--- src/rtl/initIdPkg.sv ---
package initIdPkg;
  localparam int STATE_W = 3;
  localparam int SEQ_LEN = 5;
  localparam logic [SEQ_LEN-1:0] SEQ_WORD = 5'b11001;

  localparam logic [STATE_W-1:0] CODE_A   = 3'd0;
  localparam logic [STATE_W-1:0] CODE_B   = 3'd1;
  localparam logic [STATE_W-1:0] CODE_C   = 3'd2;
  localparam logic [STATE_W-1:0] CODE_D   = 3'd3;
  localparam logic [STATE_W-1:0] CODE_E   = 3'd4;
  localparam logic [STATE_W-1:0] CODE_BAD = 3'd7;

  typedef struct packed {
    logic clear;
    logic step;
    logic last;
  } strobes_t;
endpackage

--- src/rtl/mutMachine.sv ---
module mutMachine
  import initIdPkg::*;
(
  input  logic               clk,
  input  logic               rst,
  input  logic               load,
  input  logic [STATE_W-1:0] loadState,
  input  logic               step,
  input  logic               stimBit,
  output logic               respBit
);
  logic [STATE_W-1:0] state;
  logic [STATE_W-1:0] nextState;

  always_comb begin
    case (state)
      CODE_A: begin nextState = stimBit ? CODE_C : CODE_B; respBit = 1'b0;    end
      CODE_B: begin nextState = stimBit ? CODE_E : CODE_D; respBit = stimBit; end
      CODE_C: begin nextState = stimBit ? CODE_A : CODE_D; respBit = 1'b0;    end
      CODE_D: begin nextState = stimBit ? CODE_B : CODE_E; respBit = 1'b0;    end
      CODE_E: begin nextState = stimBit ? CODE_C : CODE_E; respBit = 1'b1;    end
      default: begin nextState = state; respBit = 1'b1; end
    endcase
  end

  always_ff @(posedge clk) begin
    if (rst)       state <= CODE_A;
    else if (load) state <= loadState;
    else if (step) state <= nextState;
  end


  mut_hold_chk: assert property (@(posedge clk) disable iff (rst)
    (!load && !step) |=> $stable(state));
endmodule

--- src/rtl/initIdCtrl.sv ---
module initIdCtrl
  import initIdPkg::*;
#(
  parameter int LEN = SEQ_LEN,
  localparam int IDX_W = (LEN > 1) ? $clog2(LEN) : 1
) (
  input  logic             clk,
  input  logic             rst,
  input  logic             start,
  output logic             busy,
  output logic             done,
  output strobes_t         stb,
  output logic [IDX_W-1:0] bitIdx
);
  typedef enum logic {PH_IDLE, PH_RUN} phase_e;
  localparam logic [IDX_W-1:0] LAST_IDX = IDX_W'(LEN - 1);

  phase_e phase;

  always_ff @(posedge clk) begin
    if (rst) begin
      phase  <= PH_IDLE;
      bitIdx <= '0;
      done   <= 1'b0;
    end else begin
      done <= 1'b0;
      case (phase)
        PH_IDLE: if (start) begin
          phase  <= PH_RUN;
          bitIdx <= '0;
        end
        PH_RUN: if (bitIdx == LAST_IDX) begin
          phase <= PH_IDLE;
          done  <= 1'b1;
        end else begin
          bitIdx <= bitIdx + 1'b1;
        end
        default: phase <= PH_IDLE;
      endcase
    end
  end

  assign busy      = (phase == PH_RUN);
  assign stb.clear = (phase == PH_IDLE) && start;
  assign stb.step  = (phase == PH_RUN);
  assign stb.last  = (phase == PH_RUN) && (bitIdx == LAST_IDX);


  done_pulse_chk: assert property (@(posedge clk) disable iff (rst)
    done |=> !done);

  done_after_busy_chk: assert property (@(posedge clk) disable iff (rst)
    done |-> (!busy && $past(busy)));

  run_len_chk: assert property (@(posedge clk) disable iff (rst)
    (busy && !stb.last) |=> busy);
endmodule

--- src/rtl/initIdData.sv ---
module initIdData
  import initIdPkg::*;
#(
  parameter int LEN = SEQ_LEN,
  parameter logic [LEN-1:0] WORD = SEQ_WORD,
  localparam int IDX_W = (LEN > 1) ? $clog2(LEN) : 1
) (
  input  logic               clk,
  input  logic               rst,
  input  strobes_t           stb,
  input  logic [IDX_W-1:0]   bitIdx,
  input  logic               busy,
  input  logic               preloadEn,
  input  logic [STATE_W-1:0] preloadState,
  output logic [STATE_W-1:0] initState,
  output logic [STATE_W-1:0] finalState,
  output logic               err
);
  logic           stimBit;
  logic           respBit;
  logic [LEN-2:0] sigReg;
  logic [LEN-1:0] fullSig;
  logic [STATE_W-1:0] decInit;
  logic [STATE_W-1:0] decFinal;
  logic           decErr;

  assign stimBit = WORD[LEN - 1 - int'(bitIdx)];

  mutMachine mut (
    .clk       (clk),
    .rst       (rst),
    .load      (preloadEn && !busy),
    .loadState (preloadState),
    .step      (stb.step),
    .stimBit   (stimBit),
    .respBit   (respBit)
  );

  always_ff @(posedge clk) begin
    if (rst || stb.clear) sigReg <= '0;
    else if (stb.step)    sigReg <= fullSig[LEN-2:0];
  end

  assign fullSig = {sigReg, respBit};

  always_comb begin
    decErr = 1'b0;
    case (fullSig)
      5'b00000: begin decInit = CODE_A; decFinal = CODE_B; end
      5'b11001: begin decInit = CODE_B; decFinal = CODE_C; end
      5'b00001: begin decInit = CODE_C; decFinal = CODE_C; end
      5'b01111: begin decInit = CODE_D; decFinal = CODE_C; end
      5'b10000: begin decInit = CODE_E; decFinal = CODE_B; end
      default:  begin decInit = CODE_BAD; decFinal = CODE_BAD; decErr = 1'b1; end
    endcase
  end

  always_ff @(posedge clk) begin
    if (rst) begin
      initState  <= CODE_A;
      finalState <= CODE_A;
      err        <= 1'b0;
    end else if (stb.last) begin
      initState  <= decInit;
      finalState <= decFinal;
      err        <= decErr;
    end
  end


  legal_code_chk: assert property (@(posedge clk) disable iff (rst)
    !err |-> (initState <= CODE_E && finalState <= CODE_E));

  result_hold_chk: assert property (@(posedge clk) disable iff (rst)
    !$past(stb.last) |-> ($stable(initState) && $stable(finalState) && $stable(err)));
endmodule

--- src/rtl/initStateIdent.sv ---
module initStateIdent
  import initIdPkg::*;
(
  input  logic               clk,
  input  logic               rst,
  input  logic               start,
  input  logic               preloadEn,
  input  logic [STATE_W-1:0] preloadState,
  output logic               busy,
  output logic               done,
  output logic [STATE_W-1:0] initState,
  output logic [STATE_W-1:0] finalState,
  output logic               err
);
  localparam int IDX_W = (SEQ_LEN > 1) ? $clog2(SEQ_LEN) : 1;

  strobes_t         stb;
  logic [IDX_W-1:0] bitIdx;

  initIdCtrl #(.LEN(SEQ_LEN)) ctrl (
    .clk    (clk),
    .rst    (rst),
    .start  (start),
    .busy   (busy),
    .done   (done),
    .stb    (stb),
    .bitIdx (bitIdx)
  );

  initIdData #(.LEN(SEQ_LEN), .WORD(SEQ_WORD)) data (
    .clk          (clk),
    .rst          (rst),
    .stb          (stb),
    .bitIdx       (bitIdx),
    .busy         (busy),
    .preloadEn    (preloadEn),
    .preloadState (preloadState),
    .initState    (initState),
    .finalState   (finalState),
    .err          (err)
  );
endmodule

--- config.mk ---
export PLATFORM = sky130hd
export DESIGN_NAME = initStateIdent
export DESIGN_NICKNAME = d
export VERILOG_FILES = /design/src/rtl/initIdPkg.sv /design/src/rtl/mutMachine.sv /design/src/rtl/initIdCtrl.sv /design/src/rtl/initIdData.sv /design/src/rtl/initStateIdent.sv
export SDC_FILE = /design/constraint.sdc
export NUM_CORES = 1
export LEC_CHECK = 0
export BUFFER_PORTS_ARGS = -buffer_cell sky130_fd_sc_hd__buf_2
export CORE_ASPECT_RATIO = 0.75
export CORE_UTILIZATION = 49
export CTS_CLUSTER_SIZE = 12
export DETAILED_ROUTE_END_ITERATION = 10
export MAX_ROUTING_LAYER = met4
export PLACE_DENSITY = 0.83
export SLEW_MARGIN = 0
export SYNTH_ARGS = -nofsm -noshare
export SYNTH_HDL_FRONTEND = slang
export SYNTH_SLANG_ARGS = --single-unit
--- constraint.sdc ---
create_clock -name clk -period 2.21 [get_ports clk]
set_input_delay 0.442 -clock clk [delete_from_list [all_inputs] [get_ports clk]]
set_output_delay 0.442 -clock clk [all_outputs]
set_load 0.05 [all_outputs]
==> run metrics <==
Final period util 0.949; quantity of hold-fixing buffers added after cts 0; endpoints failing setup 0; H-tree depth 1; outcome finished, final reports clean; yosys warns 0; fmax ~0.48 GHz; worst-path fanout max 6; Final Wtd Congestion around 0.84; commonest register cell after synthesis dfxtp_1; vias in the first global route 721; clock root buffer clkbuf_4; core area 1820 um2; IO Port Bufs 15; kind of critical path reg2reg; postcts setup bufs 0; final antenna-violating net count 0; P&R area growth vs syn 9.34%; Crit. End Element flip-flop; number of vias per cell just under 6; Tmin final 2.10 ns; 1st-iter DRT viols 21; DP Worst Slack approximately 0.039 ns; post-synth cell types 38; Ant. Diodes 0; CTS tree yes; Die Ht between 40 and 50 um; DP Cell Count around 140; Startpoint Class flip-flop; Layout Cells excl Fill 148; Slew headroom 0.759; Fin Setup TNS 0 ns; first-pass GRT wire length ~3200 um; Final WS setup about 0.11 ns; Total GRT Usage 0.216; post-DR wirelength/cell about 13 um; max-slew violations 0; routed vias 870; Mapped Area 1000 um2; WP data required 2.43 ns; initial cell density of the core 0.552; Worst-path clk slew between 0.1 and 0.15 ns; FP Rows 13; reg2reg start ctrl.bitIdx[0]; ys async rst share 0; Gate Count Post-Synth about 120; Worst Skew around 0.011 ns; Worst-Skew Late Latency 0.30 ns; register bit count reported by yosys 19; Hold WS 0.478 ns; share of cells above drive strength 1 0.198; syn nets ~130; Pwr Total approximately 630 uW; Seq/Total Area, Yosys 0.379; post-cts sizing count 0; worst hold path type reg2reg; CTS Buf Count 3; crit path from ctrl.bitIdx[0]; CP arrival about 2.3 ns; Final Hold Viols 0; Post-synth EDFFs 0; RSZ-0062 raised after global routing no; commonest non-fill, non-tap cells in the layout nor2_1, dfxtp_1, buf_2; HP Start data.finalState[0]; CTS Buffer Depth 2; TritonRoute pass-1 iters 5; Slew @ Worst Pin between 0.3 and 0.4 ns; Total Routed Length 1930 um; Synth Area per Inst ~8.6 um2; total gr overflow 0; Leak approximately 0.41 nW; Die Area between 2000 and 2500 um2; antenna violations before repair 0; pwr dens around 570 nW/um2; die width ~54 um; max cap viols 0; Nets approximately 140; largest net degree at the start of global routing 20; # DRC 0; CTS Sinks 19; maximum VDD drop 0.359 mV; io pins 16
## layout make-up
type                            count  area [um2]
Inverter                            5        18.8
Clock buffer                        3        22.5
Tap cell                           22        27.5
Sequential cell                    19         382
Clock inverter                      1        5.00
Fill cell                         158         723
Timing Repair Buffer               16        82.6
Multi-Input combinational cell     82         561
## where the power goes
| group | leakage (nW) | switching, mW | total, mW | internal, mW |
|---|---|---|---|---|
| combinational | 0.242 | 0.0467 | 0.0823 | 0.0355 |
| sequential | 0.155 | 0.0199 | 0.373 | 0.353 |
| clock | 0.0177 | 0.107 | 0.175 | 0.0676 |
## per-stage QoR
stage | area [um2] | utilization
2_1_floorplan | 1000 | -
3_3_place_gp | 1070 | 0.587
3_5_place_dp | 1070 | 0.587
4_1_cts | 1100 | 0.602
5_1_grt | 1100 | 0.603
6_report | 1100 | 0.603
## worst paths after layout
| check | end | depth (start not counted) | slack [ns] |
|---|---|---|---|
| setup / recovery | data.err | 7 | 0.11 |
| hold / removal | data.finalState[0] | 1 | 0.48 |
| setup reg to reg | data.err | 7 | 0.11 |
| hold reg to reg | data.finalState[0] | 1 | 0.48 |
## kinds of logic after synthesis
family	count (synthesis)	share of synthesized area
flops	19	0.379
simple gates	46	0.260
fa+ha+maj	4	0.0486
compound gates	29	0.223
xor+xnor	3	0.0262
buf+inv	16	0.0635
## layer usage
| metal | vias to the layer above | routed length (um) | GRT usage | part of all wire |
|---|---|---|---|---|
| met2 | 25 | 809 | 0.296 | 0.42 |
| li1 | 440 | - | - | - |
| met5 | - | 0 | - | 0 |
| met3 | 4 | 88 | 0.0667 | 0.046 |
| met4 | 0 | 26 | 0.0962 | 0.013 |
| met1 | 401 | 1010 | 0.288 | 0.52 |
## sequential cells by signal, indices dropped and copies added, names as in the netlist
register / count
data.sigReg: 4
ctrl.bitIdx: 3
data.finalState: 3
data.initState: 3
data.mut.state: 3
ctrl.busy: 1
ctrl.done: 1
data.err: 1
## cells in the mapped netlist (2+ instances only)
cell type  number  area, um2
nor4_1          2       12.5
a31oi_1         3       18.8
xnor2_1         2       17.5
o21ai_0         5       25.0
nor3_1          2       10.0
nor3b_1         8       60.1
nor2_1         18       67.6
inv_1           5       18.8
a21oi_1         7       35.0
clkbuf_1       10       37.5
a211oi_1        2       15.0
nand3b_1        2       15.0
dfxtp_1        19        380
and2_1          2       12.5
nand2_1         2       7.51
nand2b_1        2       12.5
a311oi_1        3       26.3
ha_1            3       37.5
## critical path, stage by stage (launching register included)
cell	delay (ns)
dfxtp_2	0.38
inv_1	0.06
ha_1	0.19
ha_1	0.31
and3b_1	0.19
a311o_1	0.35
and3_4	0.22
a2111oi_4	0.33
(Power assumes the default switching activity.)
